`config.mk`:
```
export PLATFORM = sky130hd
export DESIGN_NAME = pwm_timer
export DESIGN_NICKNAME = d
export VERILOG_FILES = /design/src/rtl/pwm_timer_pkg.sv /design/src/rtl/tmr_prescaler.sv /design/src/rtl/tmr_reload_regs.sv /design/src/rtl/tmr_count_core.sv /design/src/rtl/tmr_compare_out.sv /design/src/rtl/pwm_timer.sv
export SDC_FILE = /design/constraint.sdc
export NUM_CORES = 1
export LEC_CHECK = 0
export CORE_MARGIN = 5
export CORE_UTILIZATION = 55
export CTS_CLUSTER_DIAMETER = 200
export DETAILED_ROUTE_END_ITERATION = 7
export GPL_TIMING_DRIVEN = 0
export PLACE_DENSITY = 0.79
export SETUP_SLACK_MARGIN = 0.4
export SYNTH_ARGS = -nofsm -noshare
export SYNTH_HDL_FRONTEND = slang
export SYNTH_SLANG_ARGS = --single-unit
export TNS_END_PERCENT = 100
```
`constraint.sdc`:
```
create_clock -name clk -period 13.5 [get_ports clk]
set_input_delay 1.35 -clock clk [delete_from_list [all_inputs] [get_ports clk]]
set_output_delay 1.35 -clock clk [all_outputs]
set_load 0.02 [all_outputs]
```
`src/rtl/pwm_timer_pkg.sv`:
```
package pwm_timer_pkg;

   typedef enum logic [1:0] {
      ALIGN_EDGE  = 2'b00,
      ALIGN_CDOWN = 2'b01,
      ALIGN_CUP   = 2'b10,
      ALIGN_CBOTH = 2'b11
   } align_e;

   localparam logic [3:0] OCM_FORCE_LO = 4'b0100;
   localparam logic [3:0] OCM_FORCE_HI = 4'b0101;
   localparam logic [3:0] OCM_PWM1     = 4'b0110;
   localparam logic [3:0] OCM_PWM2     = 4'b0111;

endpackage

```
`src/rtl/tmr_prescaler.sv`:
```
module tmr_prescaler #(
   parameter int PSC_W = 16
) (
   input  logic             clk,
   input  logic             rst_n,
   input  logic             run,
   input  logic             restart,
   input  logic [PSC_W-1:0] div,
   output logic             tick
);

   logic [PSC_W-1:0] phase_q;
   logic             at_end;

   assign at_end = (phase_q >= div);
   assign tick   = run & ~restart & at_end;

   always_ff @(posedge clk or negedge rst_n) begin
      if (!rst_n) begin
         phase_q <= '0;
      end else if (restart) begin
         phase_q <= '0;
      end else if (run) begin
         phase_q <= at_end ? '0 : phase_q + 1'b1;
      end
   end


   psc_freeze_chk: assert property (@(posedge clk) disable iff (!rst_n)
      (!run && !restart) |=> $stable(phase_q));

endmodule

```
`src/rtl/tmr_reload_regs.sv`:
```
module tmr_reload_regs #(
   parameter int CNT_W = 16,
   parameter int PSC_W = 16,
   parameter int REP_W = 8
) (
   input  logic             clk,
   input  logic             rst_n,
   input  logic             sw_upd,
   input  logic             wrap_ev,
   input  logic             arr_pre_en,
   input  logic [PSC_W-1:0] psc_in,
   input  logic [CNT_W-1:0] arr_in,
   input  logic [REP_W-1:0] rep_in,
   output logic [PSC_W-1:0] psc_act,
   output logic [CNT_W-1:0] arr_eff,
   output logic             update
);

   logic [CNT_W-1:0] arr_sh;
   logic [REP_W-1:0] rep_left;

   assign update  = sw_upd | (wrap_ev & (rep_left == '0));
   assign arr_eff = arr_pre_en ? arr_sh : arr_in;

   always_ff @(posedge clk or negedge rst_n) begin
      if (!rst_n) begin
         psc_act  <= '0;
         arr_sh   <= '1;
         rep_left <= '0;
      end else if (update) begin
         psc_act  <= psc_in;
         arr_sh   <= arr_in;
         rep_left <= rep_in;
      end else if (wrap_ev) begin
         rep_left <= rep_left - 1'b1;
      end
   end


   shadow_hold_chk: assert property (@(posedge clk) disable iff (!rst_n)
      !update |=> $stable(arr_sh));

endmodule

```
`src/rtl/tmr_count_core.sv`:
```
module tmr_count_core
   import pwm_timer_pkg::*;
#(
   parameter int CNT_W = 16
) (
   input  logic             clk,
   input  logic             rst_n,
   input  logic             restart,
   input  logic             tick,
   input  align_e           align,
   input  logic             dir_in,
   input  logic [CNT_W-1:0] arr_eff,
   input  logic [CNT_W-1:0] arr_in,
   output logic [CNT_W-1:0] cnt,
   output logic [CNT_W-1:0] cnt_nxt,
   output logic             step_up,
   output logic             wrap_ev,
   output logic             cdir
);

   logic center;
   logic wrap_c;
   logic dir_nxt;

   assign center = (align != ALIGN_EDGE);

   always_comb begin
      cnt_nxt = cnt;
      dir_nxt = cdir;
      wrap_c  = 1'b0;
      step_up = 1'b0;
      if (!center) begin
         dir_nxt = dir_in;
         step_up = ~dir_in;
         if (!dir_in) begin
            if (cnt >= arr_eff) begin
               cnt_nxt = '0;
               wrap_c  = 1'b1;
            end else begin
               cnt_nxt = cnt + 1'b1;
            end
         end else begin
            if (cnt == '0) begin
               cnt_nxt = arr_eff;
               wrap_c  = 1'b1;
            end else begin
               cnt_nxt = cnt - 1'b1;
            end
         end
      end else if (arr_eff == '0) begin
         cnt_nxt = '0;
         dir_nxt = 1'b0;
         wrap_c  = 1'b1;
      end else if (!cdir) begin
         step_up = 1'b1;
         if (cnt >= arr_eff - 1'b1) begin
            cnt_nxt = arr_eff;
            dir_nxt = 1'b1;
            wrap_c  = 1'b1;
         end else begin
            cnt_nxt = cnt + 1'b1;
         end
      end else begin
         if (cnt <= {{(CNT_W-1){1'b0}}, 1'b1}) begin
            cnt_nxt = '0;
            dir_nxt = 1'b0;
            wrap_c  = 1'b1;
         end else begin
            cnt_nxt = cnt - 1'b1;
         end
      end
   end

   assign wrap_ev = tick & wrap_c;

   always_ff @(posedge clk or negedge rst_n) begin
      if (!rst_n) begin
         cnt  <= '0;
         cdir <= 1'b0;
      end else if (restart) begin
         cnt  <= (!center && dir_in) ? arr_in : '0;
         cdir <= center ? 1'b0 : dir_in;
      end else if (tick) begin
         cnt  <= cnt_nxt;
         cdir <= dir_nxt;
      end else if (!center) begin
         cdir <= dir_in;
      end
   end


   edge_up_step_chk: assert property (@(posedge clk) disable iff (!rst_n)
      (tick && align == ALIGN_EDGE && !dir_in && cnt < arr_eff)
      |=> cnt == $past(cnt) + 1'b1);


   center_turn_chk: assert property (@(posedge clk) disable iff (!rst_n)
      (tick && center && cdir && cnt == arr_eff && arr_eff > 1)
      |=> (cnt < $past(cnt)));

endmodule

```
`src/rtl/tmr_compare_out.sv`:
```
module tmr_compare_out
   import pwm_timer_pkg::*;
#(
   parameter int CNT_W = 16
) (
   input  logic             clk,
   input  logic             rst_n,
   input  logic             step,
   input  logic             step_up,
   input  logic [CNT_W-1:0] cnt,
   input  logic [CNT_W-1:0] cnt_nxt,
   input  logic [CNT_W-1:0] ccr,
   input  logic [3:0]       oc_mode,
   input  align_e           align,
   input  logic             ch_en,
   input  logic             moe,
   output logic             cc_flag,
   output logic             pwm_out
);

   logic dir_ok;
   logic below;
   logic oc_ref;

   always_comb begin
      unique case (align)
         ALIGN_CDOWN: dir_ok = ~step_up;
         ALIGN_CUP:   dir_ok = step_up;
         default:     dir_ok = 1'b1;
      endcase
   end

   assign below = (cnt < ccr);

   always_comb begin
      unique case (oc_mode)
         OCM_FORCE_LO: oc_ref = 1'b0;
         OCM_FORCE_HI: oc_ref = 1'b1;
         OCM_PWM1:     oc_ref = below;
         OCM_PWM2:     oc_ref = ~below;
         default:      oc_ref = 1'b0;
      endcase
   end

   assign pwm_out = ch_en & moe & oc_ref;

   always_ff @(posedge clk or negedge rst_n) begin
      if (!rst_n) cc_flag <= 1'b0;
      else        cc_flag <= step & dir_ok & (cnt_nxt == ccr);
   end


   cc_match_chk: assert property (@(posedge clk) disable iff (!rst_n)
      cc_flag |-> cnt == $past(ccr));

endmodule

```
`src/rtl/pwm_timer.sv`:
```
module pwm_timer
   import pwm_timer_pkg::*;
#(
   parameter int CNT_W = 16,
   parameter int PSC_W = 16,
   parameter int REP_W = 8
) (
   input  logic             clk,
   input  logic             rst_n,
   input  logic             cnt_en,
   input  logic             cnt_dir,
   input  logic [1:0]       align_mode,
   input  logic [PSC_W-1:0] psc_val,
   input  logic [CNT_W-1:0] arr_val,
   input  logic             arr_preload,
   input  logic [REP_W-1:0] rep_val,
   input  logic [CNT_W-1:0] cmp_val,
   input  logic [3:0]       oc_mode,
   input  logic             ch_en,
   input  logic             moe,
   input  logic             ug,
   output logic [CNT_W-1:0] cnt_out,
   output logic             dir_status,
   output logic             cc_flag,
   output logic             upd_flag
   ,
   output logic             pwm_out
);

   generate
      if (CNT_W < 2 || CNT_W > 32) begin : g_bad_cnt_w
         $error("pwm_timer: CNT_W must lie in 2..32");
      end
      if (PSC_W < 1 || PSC_W > 32) begin : g_bad_psc_w
         $error("pwm_timer: PSC_W must lie in 1..32");
      end
      if (REP_W < 1 || REP_W > 16) begin : g_bad_rep_w
         $error("pwm_timer: REP_W must lie in 1..16");
      end
   endgenerate

   align_e           align;
   logic             tick;
   logic             wrap_ev;
   logic             update;
   logic             step_up;
   logic [PSC_W-1:0] psc_act;
   logic [CNT_W-1:0] arr_eff;
   logic [CNT_W-1:0] cnt_nxt;

   assign align = align_e'(align_mode);

   tmr_prescaler #(.PSC_W(PSC_W)) u_psc (
      .clk     (clk),
      .rst_n   (rst_n),
      .run     (cnt_en),
      .restart (ug),
      .div     (psc_act),
      .tick    (tick)
   );

   tmr_reload_regs #(.CNT_W(CNT_W), .PSC_W(PSC_W), .REP_W(REP_W)) u_regs (
      .clk        (clk),
      .rst_n      (rst_n),
      .sw_upd     (ug),
      .wrap_ev    (wrap_ev),
      .arr_pre_en (arr_preload),
      .psc_in     (psc_val),
      .arr_in     (arr_val),
      .rep_in     (rep_val),
      .psc_act    (psc_act),
      .arr_eff    (arr_eff),
      .update     (update)
   );

   tmr_count_core #(.CNT_W(CNT_W)) u_core (
      .clk     (clk),
      .rst_n   (rst_n),
      .restart (ug),
      .tick    (tick),
      .align   (align),
      .dir_in  (cnt_dir),
      .arr_eff (arr_eff),
      .arr_in  (arr_val),
      .cnt     (cnt_out),
      .cnt_nxt (cnt_nxt),
      .step_up (step_up),
      .wrap_ev (wrap_ev),
      .cdir    (dir_status)
   );

   tmr_compare_out #(.CNT_W(CNT_W)) u_cmp (
      .clk     (clk),
      .rst_n   (rst_n),
      .step    (tick),
      .step_up (step_up),
      .cnt     (cnt_out),
      .cnt_nxt (cnt_nxt),
      .ccr     (cmp_val),
      .oc_mode (oc_mode),
      .align   (align),
      .ch_en   (ch_en),
      .moe     (moe),
      .cc_flag (cc_flag),
      .pwm_out (pwm_out)
   );

   always_ff @(posedge clk or negedge rst_n) begin
      if (!rst_n) upd_flag <= 1'b0;
      else        upd_flag <= update;
   end


   sw_update_chk: assert property (@(posedge clk) disable iff (!rst_n)
      ug |=> (upd_flag && !cc_flag));


   pin_gate_chk: assert property (@(posedge clk) disable iff (!rst_n)
      (!$past(moe) && !moe) |-> !pwm_out);

endmodule

```
---- Word level (Yosys, flattened, before mapping) ----
Cells that the tools add are included.
operators by class
  $add $sub $neg .......................... 5
  order comparisons ....................... 5
  equality and inequality tests ........... 7
  muxes and demuxes ....................... 38
  bitwise logic cells ..................... 13
  reductions and logical operators ........ 9
operators with widths
  kind                                                                     number
  16-bit two-way mux                                                       15
  16-bit >= comparator                                                     3
  16-bit by 1-bit adder with 16-bit output (second input constant)         2
  16-bit logical NOT                                                       2
  16-bit by 1-bit subtractor with 16-bit output (second input constant)    2
  1-bit two-way mux                                                        19
  16-bit equality test                                                     1
  16-bit by 1-bit <= comparator with 1-bit output (second input constant)  1
  16-bit less-than comparator                                              1
  8-bit two-way mux                                                        2
  4-bit by 3-bit equality test with 1-bit output (second input constant)   3
  1-bit AND                                                                8
  8-bit logical NOT                                                        1
  2-bit nonzero test                                                       4
  8-bit by 1-bit subtractor with 8-bit output (second input constant)      1
  1-bit NOT                                                                4
  3-bit by 2-bit != test with 1-bit output (second input constant)         1
  1-bit one-hot mux with 3 select lines                                    1
  2-bit by 1-bit equality test with 1-bit output (second input constant)   1
  2-bit equality test (second input constant)                              1
  1-bit one-hot mux with 2 select lines                                    1
  1-bit logical AND                                                        1
  1-bit logical NOT                                                        1
  1-bit OR                                                                 1
storage, ports and cells
  register bits after elaboration ......... 75
  input port bits ......................... 70
  output and inout bits ................... 20

---- Depth between registers and ports, before layout ----
Gate-level depths: netlist of run 1.
  depth in word-level cells ............... 11
  mapped depth ............................ 24
  gate-level depth less buffers ........... 19

---- By module ----
Synthesis of run 1 repeated with hierarchy kept, for this count alone.
unflattened totals
  cell total of the unflattened synthesis .. 854
  area, all modules ....................... 7399.6 sq um
modules (own cells, without submodules)
  module           times used  cells an instance  area an instance (sq um)  seq. area each (sq um)
  tmr_count_core   1           475                3420.8                    425.4
  tmr_reload_regs  1           142                2039.5                    1021.0
  tmr_prescaler    1           153                1257.5                    400.4
  tmr_compare_out  1           83                 656.9                     25.0
  pwm_timer        1           1                  25.0                      25.0

---- Worst setup path after synthesis of run 1 ----
Ideal clock, no wire load.
  path kind ............................... input -> register
  start point ............................. input arr_preload
  end point ............................... register u_cmp.cc_flag
  data arrival time ....................... 6.473 ns
  required time ........................... 13.399 ns
  slack ................................... 6.926 ns
  stages on the path ...................... 22
  path buffers ............................ 4
  cells stage by stage .................... buf_6 -> buf_4 -> buf_1 -> mux2i_1 -> ha_1 -> or4bb_1 -> o2bb2a_1 -> nand2_1 -> nor3_1 -> xnor2_1 -> ha_1 -> o21ai_0 -> nor2_1 -> or4_1 -> a21oi_2 -> buf_4 -> nor2_1 -> a221oi_1 -> nor2_1 -> a2111oi_2 -> nand4_1 -> nor4_1
on the way
  longest elaborated chain between the ends .. 9
  elaborated cells between the ends (all ways) .. 19
RTL lines
  what                                           RTL line               text
  from (decl)                                    pwm_timer.sv:15        input logic arr_preload,
  16-bit two-way mux (*)                         tmr_reload_regs.sv:23  assign arr_eff = arr_pre_en ? arr_sh : arr_in;
  16-bit by 1-bit subtractor with 16-bit output  tmr_count_core.sv:56   if (cnt >= arr_eff - 1'b1) begin
  16-bit >= comparator                           tmr_count_core.sv:56
  16-bit two-way mux                             tmr_count_core.sv:56
  16-bit two-way mux                             tmr_count_core.sv:54   end else if (!cdir) begin
  16-bit two-way mux                             tmr_count_core.sv:50   end else if (arr_eff == '0) begin
  16-bit two-way mux                             tmr_count_core.sv:32   if (!center) begin
  16-bit equality test                           tmr_compare_out.sv:49  else cc_flag <= step & dir_ok & (cnt_nxt == ccr);
  1-bit AND (*)                                  tmr_compare_out.sv:49
  to (signal assigned)                           tmr_compare_out.sv:49
  to (decl)                                      tmr_compare_out.sv:17  output logic cc_flag,
Mark *: on every way between the ends. The rest lies on a longest branch, timed or not.
A chain may end at the register's enable or synchronous reset.

---- Final worst setup path of run 1 ----
Ends and elaborated chain as after synthesis.

==> results.md, run 1 <==
- Status: finished, final reports clean
- Reg2reg setup slack: roughly 7.0 ns
- Syn Nets: 1,078
- Synthesized instance count: between 900 and 1,000
- Final worst-path cycle share: 59.18%
- Routed vias: 7,690
- Max stage delay on crit path: 0.61 ns
- Commonest non-fill, non-tap cell in the layout: nand2_1
- Reg clk slew, reported paths: 0.06 ns
- Critical path cell sequence: buf_6 -> buf_4 -> buf_1 -> mux2i_1 -> ha_1 -> or4bb_1 -> o2bb2a_1 -> nand2_1 -> nor3_1 -> xnor2_1 -> ha_1 -> nand4_1 -> a2111oi_0 -> a21o_1 -> buf_2 -> a21oi_1 -> a2111oi_0 -> o2111ai_1 -> a2111oi_0 -> nand4_1 -> nor4_1
- Worst path top cell family by delay: compound AO/OA/AOI/OAI gates
- Post-synth EDFFs: 0
- Layout cells sized above 1: 9.423%
- Final hold vios: 0
- Max Cap Viol: 0
- Kind of critical path: in2reg
- Worst Setup SP: arr_preload
- Fin crit period: 7.990 ns
- # resized after CTS: 0
- # clock sinks: 75
- ANT nets after route: 0
- Hold_buf cts: 0
- Yosys warns: 0
- Hold path cells: 2
- PD cells: 85.58 nW/um2
- Hold_sp: u_regs.arr_sh[15]
- TritonRoute pass-1 iters: 7
- Largest net degree at the start of global routing: 72
- RSZ-0062 raised after global routing: false
- Flops & latches, synth: 75
- Initial detailed-routing violation count: 860
- Post-layout nets: 1,178
- # IOs: 90
- Share of the yosys chip area belonging to registers: between 20% and 30%
- Post-CTS setup buffer count: 0
- Core box area: 13,300 um2
- CP max FO: 10
- Critical path's slowest cell: a2111oi_0
- Post-route core utilization: 66.82%
- Effective utilization at floorplan: about 56%
- Commonest cells after routing, fill and taps aside: 141 x nand2_1, 87 x clkdlybuf4s50_1, 74 x nor2_1, 73 x ha_1, 62 x o21ai_0
- H-tree lvl count: 3
- Chip height: approximately 130 um
- R2R depth: 18
- Hold Slack: 0.4587 ns
- Cts bufs inserted: 9
- Syn-to-layout area delta: 18.85%
- Hold/Removal Path Class: reg2reg
- # DRC: 0
- Worst Setup Start Kind: primary input
- Number of global-route vias before repair: 7,291
- Congestion Overflow GR: 0
- Count of buffers inserted at the top-level ports: 88
- Count of different cell masters after synthesis: 81
- Multi-input gate area: 5084 um2
- Core Rows: 42
- Gr usage total: 30.21%
- Least-Margin Pin Slew: between 0.8 and 0.9 ns
- Worst endpoint data arrival time: 8.19 ns
- Highest clock rate: 125.2 MHz
- WL final: about 24 mm
- Lkg Pwr: 4.098 nW
- First-pass GRT wire length: just under 40 mm
- Diodes inserted: 0
- Clk_lat worst skew: 0.34 ns
- Via density: about 6.3
- Die Width: about 130 um
- Register area: 1897 um2
- Crit end category: flip-flop
- Area of the die: 16,020 um2
- Clock root buffer: clkbuf_16
- Buffer levels on the longest clock path: 2
- Setup TNS: 0 ns
- Crit path top cell by count: a2111oi_0
- Post-Synthesis Mean Instance Area: between 7 and 8 um2
- Placer Congestion: approximately 1.0
- Synth Cell Area: around 7500 um2
- Fin. max-slew vios: 0
- Skew final: ~0.0095 ns
- Most common flop cell mapped by yosys: dfrtp_1
- Initial antenna violation count: 0
- VDD IR max: 67.40 uV
- FF-to-FF End: u_cmp.cc_flag
- WP data required: 13.70 ns
- RR Startpoint: u_regs.arr_sh[0]
- Hold Path End: u_regs.arr_sh[15]
- Filler instances: between 1,000 and 1,500
- Synth async-reset ratio: 100.0%
- DPL Wire Length: 18.87 mm
- Final setup viols: 0
- CTS tree: done
- Wire per inst: 20.11 um
- Relative slew slack: about two fifths
- Buffer and inverter count on the worst path: 4
## worst max path at each step
stage,end,slack (ns),cells past startpoint
final,u_cmp.cc_flag,5.51,21
after global routing,u_cmp.cc_flag,5.18,21
after CTS,u_cmp.cc_flag,5.77,21
after detailed placement,u_cmp.cc_flag,5.42,21
after global placement,u_cmp.cc_flag,5.60,21
after floorplan,u_cmp.cc_flag,6.93,22
## tightest hold or removal path, cell delays in order, from the launching register on
cell	delay (ns)
dfstp_2	0.37
nand2_1	0.05
nand2_1	0.05
## Yosys cell counts (all sizes together) (8+ instances only)
| master | instances | share of area [%] |
|---|---|---|
| nor3 | 20 | 1.3 |
| xnor2 | 24 | 2.8 |
| a31oi | 8 | 0.87 |
| nand3 | 20 | 1.3 |
| ha | 73 | 12 |
| clkbuf | 26 | 1.3 |
| a21oi | 48 | 3.3 |
| nor2 | 75 | 3.8 |
| o211ai | 12 | 1.2 |
| dfrtp | 59 | 20 |
| and3 | 14 | 1.2 |
| o21ai | 77 | 5.9 |
| mux2i | 29 | 3.9 |
| nor4 | 11 | 1.3 |
| dfstp | 16 | 5.6 |
| a211oi | 9 | 0.90 |
| xor2 | 27 | 3.2 |
| nand2b | 21 | 1.8 |
| a22oi | 9 | 0.90 |
| inv | 51 | 2.7 |
| nand2 | 148 | 7.7 |
| buf | 24 | 2.5 |
| a21o | 12 | 1.2 |
| nand4 | 18 | 1.5 |
## through the flow
step                instance area (um2)  total power [mW]  cells  worst slack, ns
finish                             8884            0.7603   1216            5.510
global placement                   8576            0.5221   1199            5.597
detailed placement                 8601            0.5277   1200            5.417
CTS                                8884            0.7570   1216            5.768
floorplan                          7475            0.4387    935            6.926
global route                       8884            0.8039   1216            5.178
## cell families (layout without fill, tap and decap cells)
group                      after synthesis  count (layout)  share of synthesized area (%)
and+or+nand+nor                        366             366                          23.77
AOI/OAI and AO/OA                      232             232                          21.11
buffers and inverters                  102             207                          6.612
DFF                                     75              75                          25.38
adders and majority gates               73              73                          12.22
xor gates and xnor gates                51              51                          5.976
muxes                                   36              36                          4.938
## final cells by class
type	instances	area share (%)
multi-input cells	758	57.23
flip-flops and latches	75	21.35
repair buffers	89	10.20
plain buffers	50	3.225
clock buffers	12	2.887
well taps	176	2.479
inverters	52	2.338
clock inverters	4	0.2958
## power by group
| part | total, mW | internal [mW] | switching [mW] |
|---|---|---|---|
| clock network | 0.227 | 0.134 | 0.0931 |
| registers | 0.265 | 0.249 | 0.0157 |
| logic | 0.268 | 0.111 | 0.157 |
| total | 0.760 | 0.494 | 0.266 |
## flip-flops by register name, summed over array words and instances (netlist names)
register         cells
u_cmp.cc_flag        1
u_core.cdir          1
u_core.cnt          16
u_psc.phase_q       16
u_regs.arr_sh       16
u_regs.psc_act      16
u_regs.rep_left      8
upd_flag             1
## layer usage
layer	GRT usage (%)	up-vias	wire, um
met4	9.842	0	845
met1	42.76	3610	10640
met3	7.734	74	2516
met5	0	-	0
met2	45.14	453	10440
li1	-	3553	-
No activity file was read; power rests on OpenSTA's default activity.
==> run 2, diff against run 1 <==
--- a/config.mk
+++ b/config.mk
@@ -6,11 +6,11 @@
 export NUM_CORES = 1
 export LEC_CHECK = 0
 export CORE_MARGIN = 5
-export CORE_UTILIZATION = 55
+export CORE_UTILIZATION = 52
 export CTS_CLUSTER_DIAMETER = 200
 export DETAILED_ROUTE_END_ITERATION = 7
 export GPL_TIMING_DRIVEN = 0
-export PLACE_DENSITY = 0.79
+export PLACE_DENSITY = 0.78
 export SETUP_SLACK_MARGIN = 0.4
 export SYNTH_ARGS = -nofsm -noshare
 export SYNTH_HDL_FRONTEND = slang
==> constraint.sdc (replaced) <==
create_clock -name clk -period 6.4 [get_ports clk]
set_input_delay 0.64 -clock clk [delete_from_list [all_inputs] [get_ports clk]]
set_output_delay 0.64 -clock clk [all_outputs]
set_load 0.02 [all_outputs]
==> results.md, run 2 (same netlist as run 1, synthesis figures left out) <==
- WP data required: 6.63 ns (-7.07 ns)
- Effective utilization at floorplan: 53.43% (-2.8 points)
- Initial detailed-routing violation count: 952 (+11%)
- Routed vias: 7,640 (-0.65%)
- Wire per inst: 20.80 um (+3.4%)
- Initial antenna violation count: 0 (unchanged)
- # DRC: 0 (unchanged)
- Skew final: 0.006775 ns (-0.002749 ns)
- Kind of critical path: in2reg
- Syn-to-layout area delta: 22.01%
- Hold/Removal Path Class: in2async
- Die Width: 129.9 um (+2.6%)
- Largest net degree at the start of global routing: 52 (-28%)
- DPL Wire Length: 19.12 mm (+1.3%)
- Commonest non-fill, non-tap cell in the layout: nand2_1
- Clk_lat worst skew: 0.34 ns (about the same)
- Crit path top cell by count: nor2_1
- TritonRoute pass-1 iters: 5 (-2)
- Fin crit period: 5.840 ns
- Core box area: 13,990 um2 (+5.2%)
- Post-layout nets: 1,183 (+0.42%)
- Critical path cell sequence: clkdlybuf4s50_1 -> mux2i_2 -> nand3_1 -> nor2_1 -> nand3_1 -> nor2_1 -> xnor2_1 -> ha_1 -> a211oi_1 -> nor2_1 -> or4_4 -> a21oi_4 -> buf_4 -> mux2i_1 -> a2111oi_2 -> o2111ai_1 -> a2111oi_2 -> nand4_1 -> nor4_2
- Final setup viols: 0 (unchanged)
- Congestion Overflow GR: 0 (unchanged)
- Final worst-path cycle share: 91.25%
- Relative slew slack: 43.19% (+2.0 points)
- Max stage delay on crit path: 0.56 ns (-0.05 ns)
- Final hold vios: 0 (unchanged)
- Worst Setup Start Kind: primary input
- Layout cells sized above 1: 11.48% (+2.1 points)
- ANT nets after route: 0 (unchanged)
- Clock root buffer: clkbuf_16
- CP max FO: 5 (-5)
- First-pass GRT wire length: 38.78 mm (+0.30%)
- Commonest cells after routing, fill and taps aside: 141 x nand2_1, 87 x clkdlybuf4s50_1, 74 x nor2_1, 72 x ha_1, 62 x o21ai_0
- WL final: 25.48 mm (+4.2%)
- Number of global-route vias before repair: 7,320 (+0.40%)
- Buffer levels on the longest clock path: 2 (unchanged)
- Least-Margin Pin Slew: 0.8451 ns (-0.03305 ns)
- # clock sinks: 75 (unchanged)
- Setup TNS: 0 ns (unchanged)
- Area of the die: 16,870 um2 (+5.3%)
- Core Rows: 43 (+2.4%)
- CTS tree: done
- Placer Congestion: 1.040 (+2.4%)
- Status: finished, final reports clean
- Fin cells: 1,225 (+0.74%)
- Critical path's slowest cell: or4_4
- Placed cells: 1,204 (+0.33%)
- Reg clk slew, reported paths: 0.06 ns (about the same)
- Lkg Pwr: 4.146 nW (+1.2%)
- PD cells: 187.9 nW/um2 (+120%)
- Max Cap Viol: 0 (unchanged)
- Highest clock rate: ~170 MHz
- Cts bufs inserted: 9 (unchanged)
- Count of buffers inserted at the top-level ports: 88 (unchanged)
- Fin. max-slew vios: 0 (unchanged)
- Chip height: 129.9 um (+2.6%)
- Via density: 6.237 (-1.4%)
- Crit end category: flip-flop
- H-tree lvl count: 3 (unchanged)
- # IOs: 90 (unchanged)
- RSZ-0062 raised after global routing: false
- Worst endpoint data arrival time: 6.07 ns (-2.12 ns)
- VDD IR max: 122.3 uV (+81%)
- Gr usage total: 29.44% (-0.77 points)
- Diodes inserted: 0 (unchanged)
==> run 2: critical path: cells and delay by family <==
kind / cells / cell delay (ns)
compound gates: 5 / 1.42
buf+inv: 2 / 0.69
fa+ha+maj: 1 / 0.27
xor+xnor: 1 / 0.14
simple gates: 8 / 2.36
mux: 2 / 0.54
==> run 2: path summary, 6_finish.rpt <==
kind                                   start           endpoint  slack [ns]  depth (start not counted)
max in group asynchronous              rst_n   u_regs.arr_sh[1]        5.55                          2
max                               arr_val[2]      u_cmp.cc_flag        0.56                         19
min reg2reg                u_regs.arr_sh[14]  u_regs.arr_sh[14]        0.47                          2
min                                    rst_n     u_core.cnt[14]        0.21                          1
min in group clk           u_regs.arr_sh[14]  u_regs.arr_sh[14]        0.47                          2
max reg2reg                 u_regs.arr_sh[2]      u_cmp.cc_flag        1.05                         18
==> run 2: final cells by class <==
type                       instances  area [um2]
clock inverter                     4       73.82
tap                              180       225.2
buffer                            50       305.3
clock buffer                      12       246.5
fill                            1204        4868
inverter                          52       207.7
multi-input combinational        758        5221
timing repair buffer              94       943.4
sequential                        75        1897
==> run 2: metal layers <==
| metal | share of wire [%] | vias to the layer above | global-route usage [%] |
|---|---|---|---|
| li1 | - | 3555 | - |
| met1 | 43 | 3593 | 42.14 |
| met2 | 45 | 428 | 45.25 |
| met3 | 9.5 | 64 | 5.444 |
| met4 | 2.6 | 0 | 9.169 |
| met5 | 0 | - | 0 |
==> run 2: what timing repair did <==
action                                  in CTS  in global routing
hold buffers                                 0                  0
buffers inserted                             2                  3
pin swaps                                    3                  7
endpoints found under the setup margin      45                  1
gates resized for setup                     15                 18
==> run 2: metrics by stage <==
stage	hold WS (ns)	worst slack [ns]	instance area [um2]	power (mW)	util, %
final	0.2128	0.5602	9120	1.713	65.20
after global placement	0.4430	-0.7612	8581	1.103	61.34
after CTS	0.2234	0.4036	9016	1.683	64.45
after floorplan	0.3444	0.5359	7475	0.9254	-
after global routing	0.2407	0.3615	9120	1.792	65.20
after detailed placement	0.4508	-0.8839	8606	1.117	61.52
==> run 2: report_power, final <==
group / switching, mW / leakage [nW] / total, mW / internal, mW
Sequential: 0.0350 / 0.944 / 0.560 / 0.525
Combinational: 0.350 / 3.04 / 0.598 / 0.248
Clock: 0.202 / 0.157 / 0.555 / 0.353
Total: 0.587 / 4.15 / 1.71 / 1.13
==> run 3, diff against run 2 <==
--- a/config.mk
+++ b/config.mk
@@ -10,6 +10,7 @@
 export CTS_CLUSTER_DIAMETER = 200
 export DETAILED_ROUTE_END_ITERATION = 7
 export GPL_TIMING_DRIVEN = 0
+export HOLD_SLACK_MARGIN = 0.03
 export PLACE_DENSITY = 0.78
 export SETUP_SLACK_MARGIN = 0.4
 export SYNTH_ARGS = -nofsm -noshare
==> constraint.sdc (replaced) <==
create_clock -name clk -period 6.4 [get_ports clk]
set_input_delay 0.64 -clock clk [delete_from_list [all_inputs] [get_ports clk]]
set_output_delay 0.64 -clock clk [all_outputs]
set_load 0.1 [all_outputs]
==> results of run 3 <==
Same layout as run 2 (identical final DEF). Status: finished, final reports clean.
Among the figures that moved: total power 1.713 mW -> 1.742 mW
